==> src/rtl/acc_host_pkg.sv <==
package acc_host_pkg;
    localparam int WORD_W = 32;

    localparam logic [11:0] OFS_SOFTRST = 12'h100;
    localparam logic [11:0] OFS_RSTACK  = 12'h104;
    localparam logic [11:0] OFS_MEMCFG  = 12'h108;
    localparam logic [11:0] OFS_MEMCFG2 = 12'h10C;
    localparam logic [11:0] OFS_CMDLVL  = 12'h110;
    localparam logic [11:0] OFS_CMDPORT = 12'h114;
    localparam logic [11:0] OFS_STSPORT = 12'h118;
    localparam logic [11:0] OFS_STSLVL  = 12'h11C;
    localparam logic [11:0] OFS_IRQACK  = 12'h120;
    localparam logic [11:0] OFS_ERRACK  = 12'h124;
    localparam logic [11:0] OFS_ERR_LOC = 12'h128;
    localparam logic [11:0] OFS_ERR_EXT = 12'h12C;
    localparam logic [11:0] OFS_ERR_SEC = 12'h130;
    localparam logic [11:0] OFS_GATE    = 12'h148;
    localparam logic [11:0] OFS_VERSION = 12'h14C;
    localparam logic [11:0] OFS_BSCFG   = 12'h150;

    localparam logic [7:0] CODE_LIST_FULL = 8'hF0;
    localparam logic [7:0] CODE_BAD_CMD   = 8'hF1;

    typedef enum logic [1:0] {
        ST_HEAD    = 2'd0,
        ST_BODY    = 2'd1,
        ST_DISCARD = 2'd2
    } asm_state_t;
endpackage

==> src/rtl/acc_sync_fifo.sv <==
module acc_sync_fifo #(
    parameter int W     = 16,
    parameter int DEPTH = 4
) (
    input  logic                         clk,
    input  logic                         rst_n,
    input  logic                         flush,
    input  logic                         push,
    input  logic [W-1:0]                 din,
    input  logic                         pop,
    output logic [W-1:0]                 dout,
    output logic [$clog2(DEPTH+1)-1:0]   count,
    output logic                         full,
    output logic                         empty
);
    localparam int AW = (DEPTH > 1) ? $clog2(DEPTH) : 1;
    localparam int CW = $clog2(DEPTH + 1);
    localparam logic [AW-1:0] LAST = AW'(DEPTH - 1);

    logic [W-1:0]  mem [DEPTH];
    logic [AW-1:0] wr_ptr, rd_ptr;
    logic [CW-1:0] cnt;

    always_ff @(posedge clk or negedge rst_n) begin
        if (!rst_n) begin
            wr_ptr <= '0;
            rd_ptr <= '0;
            cnt    <= '0;
        end else if (flush) begin
            wr_ptr <= '0;
            rd_ptr <= '0;
            cnt    <= '0;
        end else begin
            if (push) wr_ptr <= (wr_ptr == LAST) ? '0 : wr_ptr + 1'b1;
            if (pop)  rd_ptr <= (rd_ptr == LAST) ? '0 : rd_ptr + 1'b1;
            cnt <= cnt + CW'(push) - CW'(pop);
        end
    end

    always_ff @(posedge clk) begin
        if (push && !flush) mem[wr_ptr] <= din;
    end

    assign dout  = mem[rd_ptr];
    assign count = cnt;
    assign full  = (cnt == CW'(DEPTH));
    assign empty = (cnt == '0);

    assert_no_overflow_R3: assert property (@(posedge clk) disable iff (!rst_n)
        push |-> !full);
    assert_no_underflow_R6: assert property (@(posedge clk) disable iff (!rst_n)
        pop |-> !empty);
endmodule

==> src/rtl/acc_cmd_asm.sv <==
module acc_cmd_asm
    import acc_host_pkg::*;
#(
    parameter int N_CODES = 2
) (
    input  logic        clk,
    input  logic        rst_n,
    input  logic        flush,
    input  logic        wr,
    input  logic [31:0] wdata,
    input  logic        room,
    output logic        push,
    output logic [47:0] push_word,
    output logic        err_push,
    output logic [15:0] err_word
);
    asm_state_t state, state_nx;
    logic [15:0] head_q;
    logic [7:0]  err_code;
    logic        known;

    assign known = (wdata[7:0] != 8'h00) && (wdata[7:0] <= 8'(N_CODES));

    always_ff @(posedge clk or negedge rst_n) begin
        if (!rst_n)     state <= ST_HEAD;
        else if (flush) state <= ST_HEAD;
        else            state <= state_nx;
    end

    always_ff @(posedge clk or negedge rst_n) begin
        if (!rst_n) head_q <= '0;
        else if (state == ST_HEAD && wr && room && known) head_q <= wdata[15:0];
    end

    always_comb begin
        state_nx = state;
        push     = 1'b0;
        err_push = 1'b0;
        err_code = 8'h00;
        unique case (state)
            ST_HEAD: if (wr) begin
                if (!room) begin
                    err_push = 1'b1;
                    err_code = CODE_LIST_FULL;
                    state_nx = ST_DISCARD;
                end else if (!known) begin
                    err_push = 1'b1;
                    err_code = CODE_BAD_CMD;
                    state_nx = ST_DISCARD;
                end else begin
                    state_nx = ST_BODY;
                end
            end
            ST_BODY: if (wr) begin
                push     = 1'b1;
                state_nx = ST_HEAD;
            end
            ST_DISCARD: if (wr) state_nx = ST_HEAD;
            default: state_nx = ST_HEAD;
        endcase
    end

    assign push_word = {head_q, wdata};
    assign err_word  = {wdata[15:8], err_code};

    assert_pair_completes_R2: assert property (@(posedge clk) disable iff (!rst_n)
        push |-> $past(state_nx == ST_BODY));
endmodule

==> src/rtl/acc_host_if.sv <==
module acc_host_if
    import acc_host_pkg::*;
#(
    parameter int          ADDR_W     = 12,
    parameter int          CMD_DEPTH  = 4,
    parameter int          STS_DEPTH  = 8,
    parameter int          N_CODES    = 2,
    parameter logic [15:0] VERSION_ID = 16'h0400
) (
    input  logic              clk,
    input  logic              rst_n,
    input  logic [ADDR_W-1:0] bus_addr,
    input  logic              bus_wr,
    input  logic              bus_rd,
    input  logic [31:0]       bus_wdata,
    output logic [31:0]       bus_rdata,
    output logic              task_valid,
    input  logic              task_ready,
    output logic [15:0]       task_word,
    output logic [31:0]       task_desc,
    input  logic              done_valid,
    output logic              done_ready,
    input  logic [7:0]        done_code,
    input  logic [7:0]        done_client,
    input  logic [31:0]       loc_err_in,
    input  logic [31:0]       ext_err_in,
    input  logic [31:0]       sec_err_in,
    output logic              irq_sts,
    output logic              irq_err,
    output logic [2:0]        clk_en,
    output logic [31:0]       mem_cfg,
    output logic [31:0]       mem_cfg2,
    output logic [31:0]       bs_cfg
);
    localparam int CCW = $clog2(CMD_DEPTH + 1);
    localparam int SCW = $clog2(STS_DEPTH + 1);

    function automatic logic wr_at(input logic [11:0] ofs);
        return bus_wr && (bus_addr == ADDR_W'(ofs));
    endfunction

    logic flush, irq_ack, err_ack;
    assign flush   = wr_at(OFS_SOFTRST) && bus_wdata[0];
    assign irq_ack = wr_at(OFS_IRQACK) && bus_wdata[0];
    assign err_ack = wr_at(OFS_ERRACK);

    logic        asm_push, asm_err;
    logic [47:0] asm_word;
    logic [15:0] asm_err_word;
    logic        cmd_full, cmd_empty;
    logic [CCW-1:0] cmd_count;
    logic [47:0] cmd_head;

    acc_cmd_asm #(.N_CODES(N_CODES)) u_asm (
        .clk(clk), .rst_n(rst_n), .flush(flush),
        .wr(wr_at(OFS_CMDPORT)), .wdata(bus_wdata), .room(!cmd_full),
        .push(asm_push), .push_word(asm_word),
        .err_push(asm_err), .err_word(asm_err_word)
    );

    acc_sync_fifo #(.W(48), .DEPTH(CMD_DEPTH)) u_cmd_q (
        .clk(clk), .rst_n(rst_n), .flush(flush),
        .push(asm_push), .din(asm_word),
        .pop(task_valid && task_ready), .dout(cmd_head),
        .count(cmd_count), .full(cmd_full), .empty(cmd_empty)
    );

    assign task_valid = !cmd_empty;
    assign task_word  = cmd_head[47:32];
    assign task_desc  = cmd_head[31:0];

    logic        sts_push, sts_pop, sts_full, sts_empty;
    logic [15:0] sts_din, sts_head;
    logic [SCW-1:0] sts_count;

    assign done_ready = !sts_full && !asm_err;
    assign sts_push   = (asm_err && !sts_full) || (done_valid && done_ready);
    assign sts_din    = asm_err ? asm_err_word : {done_client, done_code};
    assign sts_pop    = bus_rd && (bus_addr == ADDR_W'(OFS_STSPORT)) && !sts_empty;

    acc_sync_fifo #(.W(16), .DEPTH(STS_DEPTH)) u_sts_q (
        .clk(clk), .rst_n(rst_n), .flush(flush),
        .push(sts_push), .din(sts_din),
        .pop(sts_pop), .dout(sts_head),
        .count(sts_count), .full(sts_full), .empty(sts_empty)
    );

    logic [31:0] err_in [3];
    logic [31:0] err_q  [3];
    assign err_in[0] = loc_err_in;
    assign err_in[1] = ext_err_in;
    assign err_in[2] = sec_err_in;

    for (genvar i = 0; i < 3; i++) begin : g_err
        always_ff @(posedge clk or negedge rst_n) begin
            if (!rst_n) err_q[i] <= '0;
            else        err_q[i] <= (err_ack ? 32'h0 : err_q[i]) | err_in[i];
        end
    end
    assign irq_err = (err_q[0] != 0) || (err_q[1] != 0) || (err_q[2] != 0);

    logic rst_ack;

    always_ff @(posedge clk or negedge rst_n) begin
        if (!rst_n) begin
            irq_sts  <= 1'b0;
            rst_ack  <= 1'b0;
            clk_en   <= '0;
            mem_cfg  <= '0;
            mem_cfg2 <= '0;
            bs_cfg   <= '0;
        end else begin
            if (flush)         irq_sts <= 1'b0;
            else if (sts_push) irq_sts <= 1'b1;
            else if (irq_ack)  irq_sts <= 1'b0;
            if (flush)                  rst_ack <= 1'b1;
            else if (wr_at(OFS_RSTACK)) rst_ack <= 1'b0;
            if (wr_at(OFS_GATE))    clk_en   <= bus_wdata[2:0];
            if (wr_at(OFS_MEMCFG))  mem_cfg  <= bus_wdata;
            if (wr_at(OFS_MEMCFG2)) mem_cfg2 <= bus_wdata;
            if (wr_at(OFS_BSCFG))   bs_cfg   <= bus_wdata;
        end
    end

    always_ff @(posedge clk or negedge rst_n) begin
        if (!rst_n) bus_rdata <= '0;
        else if (bus_rd) begin
            case (bus_addr)
                ADDR_W'(OFS_RSTACK):  bus_rdata <= {31'h0, rst_ack};
                ADDR_W'(OFS_MEMCFG):  bus_rdata <= mem_cfg;
                ADDR_W'(OFS_MEMCFG2): bus_rdata <= mem_cfg2;
                ADDR_W'(OFS_CMDLVL):  bus_rdata <= 32'(cmd_count);
                ADDR_W'(OFS_STSPORT): bus_rdata <= sts_empty ? 32'h0 : {16'h0, sts_head};
                ADDR_W'(OFS_STSLVL):  bus_rdata <= {28'h0, 4'(sts_count)};
                ADDR_W'(OFS_ERR_LOC): bus_rdata <= err_q[0];
                ADDR_W'(OFS_ERR_EXT): bus_rdata <= err_q[1];
                ADDR_W'(OFS_ERR_SEC): bus_rdata <= err_q[2];
                ADDR_W'(OFS_GATE):    bus_rdata <= {29'h0, clk_en};
                ADDR_W'(OFS_VERSION): bus_rdata <= {16'h0, VERSION_ID};
                ADDR_W'(OFS_BSCFG):   bus_rdata <= bs_cfg;
                default:              bus_rdata <= 32'h0;
            endcase
        end
    end

    assert_irq_hold_R8: assert property (@(posedge clk) disable iff (!rst_n)
        (irq_sts && !irq_ack && !flush) |=> irq_sts);
    assert_irq_set_R8: assert property (@(posedge clk) disable iff (!rst_n)
        (sts_push && !flush) |=> irq_sts);
    assert_err_irq_R9: assert property (@(posedge clk) disable iff (!rst_n)
        (loc_err_in != 0) |=> irq_err);
    assert_task_after_pair_R2: assert property (@(posedge clk) disable iff (!rst_n)
        $rose(task_valid) |-> $past(asm_push));
    assert_done_lands_R5: assert property (@(posedge clk) disable iff (!rst_n)
        (done_valid && done_ready && !flush) |=> !sts_empty);
    assert_level_R7: assert property (@(posedge clk) disable iff (!rst_n)
        sts_count <= SCW'(STS_DEPTH));
endmodule

==> config.mk <==
export PLATFORM = sky130hd
export DESIGN_NAME = acc_host_if
export DESIGN_NICKNAME = d
export VERILOG_FILES = /design/src/rtl/acc_host_pkg.sv /design/src/rtl/acc_sync_fifo.sv /design/src/rtl/acc_cmd_asm.sv /design/src/rtl/acc_host_if.sv
export SDC_FILE = /design/constraint.sdc
export NUM_CORES = 1
export LEC_CHECK = 0
export ABC_AREA = 1
export BUFFER_PORTS_ARGS = -buffer_cell sky130_fd_sc_hd__buf_2
export CAP_MARGIN = 10
export CORE_ASPECT_RATIO = 1.1
export CORE_MARGIN = 8
export CORE_UTILIZATION = 50
export DETAILED_ROUTE_END_ITERATION = 10
export PLACE_DENSITY = 0.75
export SLEW_MARGIN = 20
export SYNTH_ARGS = -nofsm -noshare
export SYNTH_HDL_FRONTEND = slang
export SYNTH_SLANG_ARGS = --single-unit
==> constraint.sdc <==
create_clock -name clk -period 3.4 [get_ports clk]
set_clock_uncertainty 0.2 [all_clocks]
set_input_delay 0.17 -clock clk [delete_from_list [all_inputs] [get_ports clk]]
set_output_delay 0.17 -clock clk [all_outputs]
set_load 0.05 [all_outputs]
==> Yosys cells after proc, flatten, opt, wreduce, memory -nomap -nowiden <==
Memory sizes are Yosys's and may differ from the RTL's.
Index checks and enable logic that the tools add are counted.
{ "totals": {"reg_bits": 264, "ramBits": 320, "input_bits": 162, "output_inout_bits": 183, "n_memories": 2} }
{ "classes": {"add_sub_neg": 8, "magnitude_cmp": 1, "n_eq_ne": 26, "mux": 45, "bitwise": 3, "reduce_logical": 47} }
{ "mem_list": {"columns": ["name", "depth", "word_bits", "read_ports", "rd_clocked_by_memory_dff", "wr", "line", "source"], "rows": [
  ["u_cmd_q.mem", 4, 48, 1, 0, 1, "acc_sync_fifo.sv:20", "logic [W-1:0] mem [DEPTH];"],
  ["u_sts_q.mem", 8, 16, 1, 0, 1, "acc_sync_fifo.sv:20", null]
]} }
{ "op_table": {"columns": ["operator", "count"], "rows": [
  ["case mux 32 bit (12 select lines)", 1],
  ["equality test 12 x 9 -> 1 bit (second input constant)", 16],
  ["two-way mux 32 bit", 3],
  ["bitwise OR 32 bit", 3],
  ["nonzero test 32 bit", 3],
  ["two-way mux 16 bit", 2],
  ["two-way mux 8 bit", 4],
  ["logical AND 1 bit", 23],
  ["two-way mux 2 bit", 11],
  ["two-way mux 3 bit", 7],
  ["two-way mux 1 bit", 15],
  ["nonzero test 2 bit", 5],
  ["equality test 3 bit (second input constant)", 3],
  ["less-or-equal comparator 8 x 2 -> 1 bit (second input constant)", 1],
  ["nonzero test 8 bit", 1],
  ["adder 3 x 1 -> 3 bit (second input constant)", 2],
  ["equality test 2 bit (second input constant)", 3],
  ["zero test 1 bit", 6],
  ["inequality test 3 x 1 -> 1 bit (second input constant)", 2],
  ["adder 2 x 1 -> 2 bit (second input constant)", 2],
  ["adder 4 x 1 -> 4 bit", 1],
  ["equality test 4 bit (second input constant)", 1],
  ["zero test 4 bit", 1],
  ["two-way mux 4 bit", 1],
  ["other kinds (11)", 13]
]} }

==> Logic depth before layout (Yosys ltp) <==
{ "logic_depth": {"word_depth": 13, "ltp_mapped": 13, "ltp_nobuf": 12} }

==> Modules after synthesis <==
A second synthesis with hierarchy kept.
{ "unflattened": {"cells_unflattened": 2789, "area_unflattened_um2": 26674.3} }
{ "modules_own_cells": {"columns": ["mod", "n_inst", "cells_each", "area_each_um2", "seq_area_each_um2"], "rows": [
  ["acc_host_if", 1, 1397, 11084.4, 5730.5],
  ["acc_sync_fifo at u_cmd_q", 1, 616, 8125.3, 5940.7],
  ["acc_sync_fifo at u_sts_q", 1, 633, 6254.7, 4093.9],
  ["acc_cmd_asm", 1, 143, 1209.9, 450.4]
]} }

==> Worst setup path before layout <==
OpenSTA, ideal clock, no wires.
{ "synth_timing": {"path_type": "input -> register", "startpoint": "input port bus_addr[2]", "endpoint": "memory u_cmd_q.mem[0][0], enable pin", "setup_time_ns": 0.454, "t_arrival_ns": 3.041, "t_required_ns": 2.746, "slack_ns": -0.294, "stages": 5, "n_path_buf": 1, "cell_sequence": "buf_2 -> nand3_1 -> nor3_4 -> nand2_1 -> nor2_1"} }
{ "synth_via": {"elab_chain_cells": 7} }
{ "synth_rtl": {"columns": ["item", "line", "source"], "rows": [
  ["from (decl)", "acc_host_if.sv:12", "input logic [ADDR_W-1:0] bus_addr,"],
  ["equality test 12 x 9 -> 1 bit", "acc_host_if.sv:39", "return bus_wr && (bus_addr == ADDR_W'(ofs));"],
  ["logical AND 1 bit", "acc_host_if.sv:39", null],
  ["two-way mux 1 bit / logical AND 1 bit (equally long branches)", "acc_cmd_asm.sv:54, acc_host_if.sv:43", null],
  ["two-way mux 1 bit / zero test 1 bit (equally long branches)", "acc_cmd_asm.sv:40, acc_sync_fifo.sv:41", null],
  ["logical AND 1 bit (*)", "acc_sync_fifo.sv:41", "if (push && !flush) mem[wr_ptr] <= din;"],
  ["two-way mux 1 bit (*)", "acc_sync_fifo.sv:41", null],
  ["two-way mux 1 bit (implied by the code) (*)", "acc_sync_fifo.sv:41", null],
  ["to (decl)", "acc_sync_fifo.sv:20", null]
]} }
Every way passes the cells marked *; elsewhere a longest branch is shown, timed or not.

==> Final worst setup path <==
{ "layout_timing": {"startpoint": "input port bus_addr[0]", "endpoint": "memory u_sts_q.mem[4][5], in the netlist u_sts_q.mem[1][5], enable pin"} }
{ "layout_via": {"elab_chain_cells": 11} }
{ "layout_rtl": {"columns": ["item", "line", "source"], "rows": [
  ["equality test 12 x 9 -> 1 bit", "acc_host_if.sv:39", null],
  ["logical AND 1 bit", "acc_host_if.sv:39", null],
  ["two-way mux 1 bit", "acc_cmd_asm.sv:41", "ST_HEAD: if (wr) begin"],
  ["two-way mux 1 bit", "acc_cmd_asm.sv:40", "unique case (state)"],
  ["zero test 1 bit", "acc_host_if.sv:76", "assign done_ready = !sts_full && !asm_err;"],
  ["logical AND 1 bit", "acc_host_if.sv:76", null],
  ["logical AND 1 bit", "acc_host_if.sv:77", "assign sts_push = (asm_err && !sts_full) || (done_valid && done_ready);"],
  ["logical OR 1 bit", "acc_host_if.sv:77", null],
  ["logical AND 1 bit (*)", "acc_sync_fifo.sv:41", null],
  ["two-way mux 1 bit (*)", "acc_sync_fifo.sv:41", null],
  ["two-way mux 1 bit (implied by the code) (*)", "acc_sync_fifo.sv:41", null],
  ["to (decl)", "acc_sync_fifo.sv:20", null]
]} }
Marks and branches as above.

==> flow_summary.yaml <==
run_status:
  status: "finished, final reports clean"
clock_network:
  cts_max_level: 2
  post-cts-setup-buffers: 0
  clock_latency_ps: 610
  cts.path.max_buffers: 3
  clk_pin_slew_ps: 60
  clock-sinks: 584
  clockRootBuffer: "clkbuf_16"
  cts_tree: "yes"
  cts-buffers-inserted: 56
finish:
  nNetsFinal: 3058
  drive_above_1_share_pct: 18.8
  synthToLayoutAreaGrowth_pct: 24.7
  utilization_pct: 62.8
  fin_cells: 3574
  final_area_um2: 30700
synthesis:
  synth_top_area_share_pct: 39.1
  yosysUniqueCellTypes: 38
  yosysWarningCount: 0
  synth_area_leader_cell: "edfxtp_1"
  ys_seq_elements: 584
  synth_area_um2: 24600
  async_flop_share_pct: 45.2
  yosysSeqAreaShare_pct: 65.9
  synth_area_leaders: "edfxtp_1 (39%), dfrtp_1 (27%), nand2_1 (6.5%), o21ai_0 (6.1%), nor2_1 (4.8%)"
  synth_area_per_cell_um2: 10.4
  synthCells: 2365
  synth_enable_flop_cells: 320
  synth_ff_type: "edfxtp_1"
  synthesis.nets: 2548
place:
  dp_hpwl_um: 53100
  place_congestion: 0.977
  dp.cells: 3313
  port_buffers: 344
  pre_cts_slack_ps: 551
  dpl_cell_area_um2: 27300
sta:
  hold_ws_ps: 9.73
  worstMarginPinSlew_ps: 901
  worst_slack_ps: 229
  final.min_clock_period_ps: 3170
  rsz0062_at_grt: "no"
  min_period_over_period_pct: 93.3
  maxSlewHeadroom_pct: 39.3
  finalHoldViolCount: 0
  slew_viol_final: 0
  fmax_mhz: 315
  fin_tns_setup_ps: 0
  setup_violations: 0
global_routing:
  antenna_found_initial: 3
  overflow: 0
  grt_pass1_wl_um: 115000
  grt_usage_pct: 26.6
  grt_pass1_vias: 19100
  grt_max_degree: 100
worst_setup_path:
  startpoint_type: "input port"
  critical_path_class: "in2reg"
  r2r-start: "u_cmd_q.count[1]"
  critPathMaxStageDelay_ps: 630
  worstSetupStartpoint: "bus_addr[0]"
  cp.arrival_ps: 3260
  crit_buf_inv: 4
  cp_slowest_cell: "dlygate4sd3_1"
  critical_path.top_delay_family: "buffers and inverters"
  crit_required_ps: 3480
  critPathCaptureType: "flop"
  crit_path_cell_trace: "dlygate4sd3_1 -> buf_2 -> nor2_2 -> dlygate4sd3_1 -> nand3_2 -> nor3_4 -> nand3_4 -> a21oi_4 -> nand2_4 -> nor2_2 -> buf_4"
  crit_fanout: 19
routing:
  first_pass_iters: 6
  wire_per_inst_um: 21.6
  final_antenna_net_count: 0
  dr.first_iter.drc_count: 2268
  routed_wl_um: 77200
  via_per_inst: 5.52
  vias: 19700
  drc: 0
pwr:
  power_density_nw_per_um2: 598
  power_leakage_nw: 14.0
  peakVddDrop_mv: 0.614
  p_total_mw: 18.4
floorplan:
  io_pins: 345
  rows: 85
  initial_core_util_pct: 50.4
  coreArea_um2: 48800
  die_area_um2: 56600
  die_x_um: 228
  die-height_um: 249
min_path:
  hp-class: "in2async"
run:
  maxCapViolCount: 0
## cell usage in the layout (no fill, tap or decap), types with 19 or more instances in the layout
| cell | netlist | routed |
|---|---|---|
| inv_1 | 209 | 208 |
| buf_2 | 16 | 343 |
| ha_1 | 19 | 19 |
| nand3_1 | 85 | 84 |
| nand4_1 | 22 | 22 |
| o22ai_1 | 49 | 49 |
| o21ai_1 | 39 | 39 |
| nor2_1 | 313 | 308 |
| nor4_1 | 19 | 19 |
| o21bai_1 | 96 | 96 |
| dfrtp_1 | 264 | 263 |
| dlygate4sd3_1 | 0 | 156 |
| o21ai_0 | 298 | 298 |
| edfxtp_1 | 320 | 320 |
| o211ai_1 | 31 | 31 |
| nand2_1 | 423 | 422 |
| clkbuf_16 | 0 | 57 |
| buf_4 | 3 | 48 |
## metal layers
| metal | track usage (%) | vias up | wire [um] |
|---|---|---|---|
| met2 | 42.3 | 995 | 36700 |
| li1 | - | 9016 | - |
| met3 | 5.63 | 190 | 7220 |
| met1 | 34.7 | 9539 | 29500 |
| met4 | 12.3 | 2 | 3810 |
| met5 | 0 | - | 13 |
## Yosys cell counts (2+ instances only)
cell type  number
a21oi_1         4
buf_1           3
buf_2          16
buf_4           3
clkbuf_1       84
clkinv_1        2
dfrtp_1       264
edfxtp_1      320
fa_1            2
ha_1           19
inv_1         209
inv_2          11
nand2_1       423
nand2_2         9
nand3_1        85
nand3b_1        2
nand4_1        22
nor2_1        313
nor2_2         15
nor2_4          5
nor3_1          3
nor3_2          4
nor4_1         19
o211ai_1       31
o21ai_0       298
o21ai_1        39
o21bai_1       96
o22ai_1        49
or2_2           4
xnor2_1         3
## worst paths after layout
path,cells past startpoint,slack [ps],endpoint
max,11,230,u_sts_q.mem[1][5]
max in group asynchronous,3,2170,bus_rdata[25]
min,2,10,bus_rdata[30]
max reg2reg,8,770,u_sts_q.mem[1][5]
min reg2reg,2,280,bus_rdata[24]
min in group clk,3,50,u_sts_q.mem[4][8]
## logic make-up (layout without fill, tap and decap cells)
logic type                 count (synthesis)  count (layout)  synth area share, %
and+or+nand+nor                          909             909                 15.5
DFF                                      584             584                 65.9
xor gates and xnor gates                   4               4                0.142
other                                      0               2                    0
adders and majority gates                 21              21                 1.13
AOI/OAI and AO/OA                        519             519                 12.2
buffers and inverters                    328             883                 5.13
## registers in the layout, summed over array words and instances, names as in the netlist, 2 cells and up
register / cells
u_asm.state: 2
u_sts_q.count: 4
clk_en: 3
err_q: 96
u_sts_q.wr_ptr: 3
mem_cfg: 32
u_cmd_q.rd_ptr: 2
bs_cfg: 32
u_cmd_q.mem: 192
u_asm.head_q: 16
u_sts_q.mem: 128
u_cmd_q.count: 3
u_sts_q.rd_ptr: 3
u_cmd_q.wr_ptr: 2
bus_rdata: 32
mem_cfg2: 32
## area by class of cell
type | instances | area, um^2
inverter | 222 | 833
timing repair buffer | 558 | 3850
fill | 3734 | 18100
tap | 652 | 816
clock inverter | 25 | 193
sequential | 584 | 16200
multi-input combinational | 1453 | 7160
clock buffer | 78 | 1600
antenna | 2 | 5.00
## power breakdown
part / leakage [nW] / switching, mW / internal [mW]
clock network: 0.886 / 2.62 / 3.42
logic: 7.15 / 3.26 / 1.12
registers: 6.01 / 0.159 / 7.78
## repair_timing
| item | CTS | global route |
|---|---|---|
| endpoints found under the hold margin | 653 | 0 |
| resized for setup | 0 | 2 |
| endpoints found under the setup margin | 0 | 152 |
| hold buffers | 156 | 0 |
Power figures use the tool's default switching activity.
